### src/rtl/spi_pkt_pkg.sv
package spi_pkt_pkg;

  // Transfer sequencer states
  typedef enum logic [2:0] {
    ST_IDLE,   // select high, clock low
    ST_LEAD,   // select low, one half period before first edge
    ST_GAP,    // between packets, waiting for transmit data
    ST_LOW,    // clock low half period
    ST_HIGH,   // clock high half period
    ST_PUSH    // byte complete, waiting for receive room
  } xfer_state_t;

endpackage

### src/rtl/spi_halfper.sv
module spi_halfper #(
  parameter int DIV_W = 8
) (
  input  logic             clk,
  input  logic             clr,
  input  logic             en,
  input  logic [DIV_W-1:0] div,
  output logic             tick
);

  logic [DIV_W-1:0] cnt;

  assign tick = en && (cnt == div);

  always_ff @(posedge clk) begin
    if (clr || !en || tick) cnt <= '0;
    else                    cnt <= cnt + DIV_W'(1);
  end

endmodule

### src/rtl/spi_byte_shift.sv
module spi_byte_shift #(
  parameter int DW = 8
) (
  input  logic          clk,
  input  logic          clr,
  input  logic          load,
  input  logic [DW-1:0] din,
  input  logic          shift,
  input  logic          sample,
  input  logic          sin,
  output logic          sout,
  output logic [DW-1:0] pout
);

  logic [DW-1:0] out_q;
  logic [DW-1:0] in_q;

  assign sout = out_q[DW-1];
  assign pout = in_q;

  always_ff @(posedge clk) begin
    if (clr) begin
      out_q <= '0;
      in_q  <= '0;
    end else begin
      if (load)       out_q <= din;
      else if (shift) out_q <= {out_q[DW-2:0], 1'b0};
      if (sample)     in_q  <= {in_q[DW-2:0], sin};
    end
  end

endmodule

### src/rtl/spi_pkt_limit.sv
module spi_pkt_limit #(
  parameter int CNT_W = 16
) (
  input  logic             clk,
  input  logic             clr,
  input  logic             pkt_done,
  input  logic             lim_en,
  input  logic [CNT_W-1:0] limit,
  output logic             halted
);

  logic [CNT_W-1:0] count;
  logic [CNT_W-1:0] count_nxt;

  assign count_nxt = count + CNT_W'(1);

  always_ff @(posedge clk) begin
    if (clr) begin
      count  <= '0;
      halted <= 1'b0;
    end else if (pkt_done) begin
      count <= count_nxt;
      if (lim_en && (count_nxt == limit)) halted <= 1'b1;
    end
  end

endmodule

### src/rtl/spi_pkt_master.sv
module spi_pkt_master
  import spi_pkt_pkg::*;
#(
  parameter int DW    = 8,
  parameter int DIV_W = 8,
  parameter int CNT_W = 16
) (
  input  logic             clk,
  input  logic             rst,
  input  logic             soft_rst,
  input  logic             cfg_we,
  input  logic [DIV_W-1:0] cfg_div,
  input  logic             cfg_lim_en,
  input  logic [CNT_W-1:0] cfg_limit,
  input  logic             run,
  input  logic             tx_empty,
  input  logic [DW-1:0]    tx_data,
  output logic             tx_pop,
  input  logic             rx_full,
  output logic             rx_push,
  output logic [DW-1:0]    rx_data,
  output logic             sclk,
  output logic             ss_n,
  output logic             mosi,
  input  logic             miso,
  output logic             halted
);

  localparam int BIT_W = (DW > 1) ? $clog2(DW) : 1;
  localparam logic [BIT_W-1:0] LAST_BIT = BIT_W'(DW - 1);

  // configuration, cleared by hard reset only
  logic [DIV_W-1:0] div_q;
  logic             lim_en_q;
  logic [CNT_W-1:0] limit_q;

  always_ff @(posedge clk) begin
    if (rst) begin
      div_q    <= '0;
      lim_en_q <= 1'b0;
      limit_q  <= '0;
    end else if (cfg_we) begin
      div_q    <= cfg_div;
      lim_en_q <= cfg_lim_en;
      limit_q  <= cfg_limit;
    end
  end

  xfer_state_t      state;
  logic [BIT_W-1:0] bitc;
  logic             clr;
  logic             tick;
  logic             half_en;
  logic             load;
  logic             smp;
  logic             shf;
  logic             pkt_done;
  logic [DW-1:0]    rx_byte;

  assign clr      = rst || soft_rst;
  assign half_en  = (state == ST_LEAD) || (state == ST_LOW) || (state == ST_HIGH);
  assign load     = (state == ST_GAP) && run && !halted && !tx_empty;
  assign smp      = (state == ST_LOW) && tick;
  assign shf      = (state == ST_HIGH) && tick && (bitc != LAST_BIT);
  assign pkt_done = (state == ST_PUSH) && !rx_full;

  spi_halfper #(.DIV_W(DIV_W)) i_halfper (
    .clk  (clk),
    .clr  (clr),
    .en   (half_en),
    .div  (div_q),
    .tick (tick)
  );

  spi_byte_shift #(.DW(DW)) i_shift (
    .clk    (clk),
    .clr    (clr),
    .load   (load),
    .din    (tx_data),
    .shift  (shf),
    .sample (smp),
    .sin    (miso),
    .sout   (mosi),
    .pout   (rx_byte)
  );

  spi_pkt_limit #(.CNT_W(CNT_W)) i_limit (
    .clk      (clk),
    .clr      (clr),
    .pkt_done (pkt_done),
    .lim_en   (lim_en_q),
    .limit    (limit_q),
    .halted   (halted)
  );

  always_ff @(posedge clk) begin
    if (clr) begin
      state   <= ST_IDLE;
      bitc    <= '0;
      sclk    <= 1'b0;
      ss_n    <= 1'b1;
      tx_pop  <= 1'b0;
      rx_push <= 1'b0;
      rx_data <= '0;
    end else begin
      tx_pop  <= 1'b0;
      rx_push <= 1'b0;
      case (state)
        ST_IDLE: begin
          if (run && !halted) begin
            ss_n  <= 1'b0;
            state <= ST_LEAD;
          end
        end
        ST_LEAD: begin
          if (tick) state <= ST_GAP;
        end
        ST_GAP: begin
          if (!run || halted) begin
            ss_n  <= 1'b1;
            state <= ST_IDLE;
          end else if (!tx_empty) begin
            tx_pop <= 1'b1;
            bitc   <= '0;
            state  <= ST_LOW;
          end
        end
        ST_LOW: begin
          if (tick) begin
            sclk  <= 1'b1;
            state <= ST_HIGH;
          end
        end
        ST_HIGH: begin
          if (tick) begin
            sclk <= 1'b0;
            if (bitc == LAST_BIT) begin
              state <= ST_PUSH;
            end else begin
              bitc  <= bitc + BIT_W'(1);
              state <= ST_LOW;
            end
          end
        end
        ST_PUSH: begin
          if (!rx_full) begin
            rx_push <= 1'b1;
            rx_data <= rx_byte;
            state   <= ST_GAP;
          end
        end
        default: state <= ST_IDLE;
      endcase
    end
  end

endmodule

### config.mk
export PLATFORM = sky130hd
export DESIGN_NAME = spi_pkt_master
export DESIGN_NICKNAME = d
export VERILOG_FILES = /design/src/rtl/spi_pkt_pkg.sv /design/src/rtl/spi_halfper.sv /design/src/rtl/spi_byte_shift.sv /design/src/rtl/spi_pkt_limit.sv /design/src/rtl/spi_pkt_master.sv
export SDC_FILE = /design/constraint.sdc
export NUM_CORES = 1
export LEC_CHECK = 0
export ABC_AREA = 1
export BUFFER_PORTS_ARGS = -buffer_cell sky130_fd_sc_hd__buf_4
export CORE_ASPECT_RATIO = 1.2
export CORE_MARGIN = 2
export CORE_UTILIZATION = 52
export DETAILED_ROUTE_END_ITERATION = 10
export GPL_TIMING_DRIVEN = 1
export PLACE_DENSITY = 0.77
export REMOVE_ABC_BUFFERS = 1
export SLEW_MARGIN = 20
export SYNTH_ARGS = -nofsm -noshare
export SYNTH_HDL_FRONTEND = slang
export SYNTH_SLANG_ARGS = --single-unit
### constraint.sdc
create_clock -name clk -period 1.65 [get_ports clk]
set_input_delay 0.0825 -clock clk [delete_from_list [all_inputs] [get_ports clk]]
set_output_delay 0.0825 -clock clk [all_outputs]
set_load 0.03 [all_outputs]
* Yosys cells after proc, flatten, opt, wreduce, memory -nomap -nowiden
Cells that the tools add are included.
Operators by class: add/sub/neg operators 3, equality and inequality tests 19, muxes and demuxes 24, bitwise logic cells 3, reductions and logical operators 34
Operator list (number):
- $mux 3 | 12
- $pmux 3 s6 | 1
- $add 16x1->16 const B | 1
- $eq 16x16->1 | 1
- $mux 8 | 2
- $logic_and 1x1->1 | 10
- $ne 2x2->1 const B | 5
- $eq 3x3->1 const B | 3
- $add 8x1->8 const B | 1
- $eq 8x8->1 | 1
- $ne 2x1->1 const B | 4
- $reduce_bool 2->1 | 4
- $eq 3x2->1 const B | 2
- $logic_or 1x1->1 | 6
- $mux 1 | 6
- $pmux 3 s2 | 1
- $reduce_and 3->1 | 2
- $reduce_and 6->1 | 1
- $logic_not 1->1 | 5
- $reduce_and 5->1 | 1
- $pmux 1 s2 | 2
- $reduce_and 2->1 | 2
- $add 3x1->3 const B | 1
- $eq 3x1->1 const B | 1
- other kinds (6) | 8
Word-level totals: register bits 84, bits of input ports 41, logic and storage cells 98

* Longest topological paths before layout
word-level depth 8, gate-level depth with buffers 13, gate-level depth less buffers 13

* Hierarchy
Synthesis repeated with hierarchy kept, for this count alone.
Unflattened totals: cells, all modules 653, area total of the unflattened synthesis 4372.9 um^2
Modules (own cells, without submodules):
- spi_pkt_master | times used 1, cells an instance 249, area an instance 1774.2 um^2, sequential area each 860.8 um^2
- spi_pkt_limit | times used 1, cells an instance 226, area an instance 1402.6 um^2, sequential area each 340.3 um^2
- spi_byte_shift | times used 1, cells an instance 94, area an instance 670.6 um^2, sequential area each 320.3 um^2
- spi_halfper | times used 1, cells an instance 84, area an instance 525.5 um^2, sequential area each 160.2 um^2

* Worst setup path before layout
Ideal clock, no wire load.
path type register -> register, start point register i_limit.count[0], end point register i_limit.halted, data arrival time 1.460 ns, slack 0.120 ns, cell stages (with the launch flop) 14, path buffers 0, clock period less this slack 1.530 ns, cell sequence dfxtp_1 ha_1 nand2_2 nor2_4 nand2_1 nand2_1 nand2_1 nand2_1 nand2_1 nor2_1 nand2_1 nor2_1 nand3_1 a21oi_1
Between the ends: word-level cells in the longest chain between the ends 4
Ends and longest elaborated chain:
- start, declared | line spi_pkt_limit.sv:12 | logic [CNT_W-1:0] count;
- start signal, assigned | line spi_pkt_limit.sv:22 | count <= count_nxt;
- $add 16x1->16 | line spi_pkt_limit.sv:15 | assign count_nxt = count + CNT_W'(1);
- $eq 16x16->1 | line spi_pkt_limit.sv:23 | if (lim_en && (count_nxt == limit)) halted <= 1'b1;
- $logic_and 1x1->1 | line spi_pkt_limit.sv:23
- $reduce_and 2->1 (no line)
- end signal, assigned | line spi_pkt_limit.sv:20 | halted <= 1'b0;
- end signal, assigned | line spi_pkt_limit.sv:23
- end, declared | line spi_pkt_limit.sv:9 | output logic halted
No other way between the ends. A chain may end at the register's enable or synchronous reset.

* Worst setup path after layout
start point register i_limit.count[3], end point register i_limit.halted
The elaborated chain is that of the path after synthesis.

==> reports/metrics.csv <==
metric,value,unit
status,finished clean,
crit_slowest_cell,dfxtp_1,
fin_crit,1.649,ns
yosys.area_share.simple,0.2955,
cp-end-kind,flip-flop,
path_cells,buf_4 -> inv_1 -> nor2_4 -> nand3_1 -> xnor3_1 -> nand2_1 -> nor2_2 -> nand3_1 -> a21oi_1,
reg2reg_from,i_limit.count[3],
hold_violations,0,
synth.ff_latch_count,84,
dieWidth,83.78,µm
crit_path_start,i_limit.count[3],
switchingPower,1.142,mW
arrival,1.95,ns
ys_seq_area_frac,0.4234,
clock_latency,0.36,ns
start_util,0.5427,
yosys.area_share.adder,0.01260,
power,4.031,mW
ir_drop,0.5228,mV
yosys.area_share.xor_xnor,0.02331,
syn-cell-area,0.003971,mm²
drtIter0Drc,144,
antenna_found_initial,0,
critPathTopFamily,simple AND/OR/NAND/NOR gates,
hold_start,tx_data[6],
p_leak,2.175,nW
cts_sinks,84,
cp.required,1.95,ns
cts_max_level,3,
synth_top_family_by_area,simple AND/OR/NAND/NOR gates,
max_clock_freq,606.4,MHz
routabilityCongestion,0.8698,
yosysMostFrequentCell,nand2_1,
cp_num_buf_inv,2,
grt_max_degree,26,
muxShareOfSynthArea,0,
fp-row-count,34,
startpoint_type,flip-flop,
crit_top_cell,nand3_1,
cp_max_fo,7,
worstMarginPinSlew,0.5541,ns
layout.nets,713,
coreArea,0.007317,mm²
power_density,776.4,mW/mm²
power_frac_clock,0.349,
fp.dieArea,0.008355,mm²
synth_edf_count,0,
globalRouteTotalUtil,0.2459,
syn_avg_cell_area,6.992,µm²
die_h,99.73,µm
hold_class,in2reg,
setup_violations,0,
criticalPathCategory,reg2reg,
slew_headroom,0.6302,
wl,10320,µm
drc_errors,0,
cp_slowest_stage_delay,0.38,ns
cts.clk_slew.worst_paths,0.10,ns
synthDominantCellAreaShare,0.4234,
synthToLayoutAreaGrowth,30.72,%
p_seq_frac,0.528,
async_flop_share,0,
ff_latch_area,0.001699,mm²
antenna_left,0,
yosysUniqueCellTypes,30,
detail_route.first_pass.iterations,4,
fillers,588,
cts_made_buffers,9,
antenna_cells,0,
hpwl,6895,µm
synthFlopType,dfxtp_1,
portBuffers,54,
vias,4093,
ys.warnings.count,0,
grt_pass1_vias,3846,
final_max_slew_viol_count,0,
finalCritPeriodShare,0.9994,
cts_buffer_depth,2,
root_buffer,clkbuf_8,
synth_compound_area_frac,0.1610,
fin_setup_tns,0,ns
synthTopCellsByArea,"dfxtp_1, nand2_1, inv_1",
pwr-share-comb,0.124,
synth_top_area_cell,dfxtp_1,
io_pins,55,
drive_gt1_frac,0.2363,
stdcell_count,763,
synth_commonest_cells,"nand2_1, dfxtp_1, inv_1",
grt_overflow_total,0,
synthCells,568,
power.share.switching,0.2834,
dp.cells,713,
via_per_inst,5.364,
grt_pass1_wl,16880,µm
maxCapViolCount,0,
p_int,2.888,mW
cts_tree,done,
finalClockSkew,0.01085,ns
multi_input_area,0.002068,mm²
wl_per_cell,13.52,µm
rsz0062_at_grt,true,
## per-stage QoR
| stage | instance area [µm²] | utilization | setup slack (ns) | hold slack [ns] |
|---|---|---|---|---|
| after floorplan | 3904 | - | 0.02706 | 0.1516 |
| after global placement | 4557 | 0.6228 | 0.003456 | 0.2826 |
| after detailed placement | 4557 | 0.6228 | -0.09831 | 0.2798 |
| after CTS | 4956 | 0.6773 | 0.003408 | 0.003098 |
| after global routing | 5191 | 0.7095 | -0.1298 | 0.006100 |
| final | 5191 | 0.7095 | 0.0009093 | 0.01527 |
## final cells by class
| cell class | count | share of cell area |
|---|---|---|
| clock buffers | 9 | 0.02386 |
| clock inverters | 7 | 0.01157 |
| inverters | 71 | 0.05134 |
| multi-input cells | 397 | 0.3984 |
| flip-flops and latches | 84 | 0.3273 |
| well taps | 90 | 0.02169 |
| repair buffers | 105 | 0.1658 |
## logic make-up (layout without fill, tap and decap cells)
kind of cell,Yosys count,after routing
and+or+nand+nor,270,271
AOI/OAI and AO/OA,113,113
buffers and inverters,88,192
DFF,84,84
xor gates and xnor gates,9,9
adders and majority gates,4,4
## worst register-to-register path, stage by stage (launching register included)
cell	delay [ns]
dfxtp_1	0.38
buf_4	0.15
inv_1	0.08
nor2_4	0.22
nand3_1	0.18
xnor3_1	0.24
nand2_1	0.06
nor2_2	0.10
nand3_1	0.07
a21oi_1	0.11
## layer usage
layer,routed length [µm],part of all wire,track usage
met1,4361,0.42,0.2911
met2,5173,0.50,0.4357
met3,439,0.043,0.03568
met4,340,0.033,0.1203
met5,0,0,0
## flip-flops by register name, summed over array words and instances (netlist names)
| name | flops |
|---|---|
| rx_push | 1 |
| sclk | 1 |
| rx_data | 8 |
| lim_en_q | 1 |
| i_limit.count | 16 |
| i_halfper.cnt | 8 |
| i_shift.out_q | 8 |
| div_q | 8 |
| bitc | 3 |
| state | 3 |
| i_limit.halted | 1 |
| i_shift.pout | 8 |
| limit_q | 16 |
| tx_pop | 1 |
| ss_n | 1 |
## timing repair
item,CTS,global route
setup endpoints to repair,4,27
gates resized for setup,6,48
hold buffers,18,0
endpoints found under the hold margin,18,0
setup buffers,2,13
cloned,0,1
pin swaps,1,14
## worst paths after layout
| path | slack, ns | depth (start not counted) | end |
|---|---|---|---|
| max | 0.0009 | 9 | i_limit.halted |
| min | 0.02 | 3 | i_shift.out_q[6] |
| max reg2reg | 0.0009 | 9 | i_limit.halted |
| min reg2reg | 0.46 | 2 | div_q[2] |
## layout by cell type (no fill, tap or decap), types with 4 or more instances in the layout
cell type	count
nand2_1	128
xnor2_1	4
nor2_2	9
a21oi_1	44
dfxtp_1	70
buf_6	4
nor3_1	7
xor2_1	4
dfxtp_2	14
buf_4	82
a31oi_1	5
dlygate4sd3_1	18
nor2_1	50
nand4_1	8
o21ai_0	35
nand3_1	40
inv_2	5
nor2_4	12
nand2_2	9
inv_1	66
o211ai_1	5
clkbuf_8	9
a211oi_1	16
## power groups by stage
| stage | clock, mW | combinational (mW) | sequential, mW |
|---|---|---|---|
| after floorplan | 0 | 0.234 | 2.16 |
| after global placement | 0 | 0.401 | 2.17 |
| after detailed placement | 0 | 0.410 | 2.17 |
| after CTS | 1.43 | 0.448 | 2.12 |
| after global routing | 1.50 | 0.551 | 2.14 |
| final | 1.41 | 0.498 | 2.13 |
Note: power is estimated with default switching activity, not from simulation.
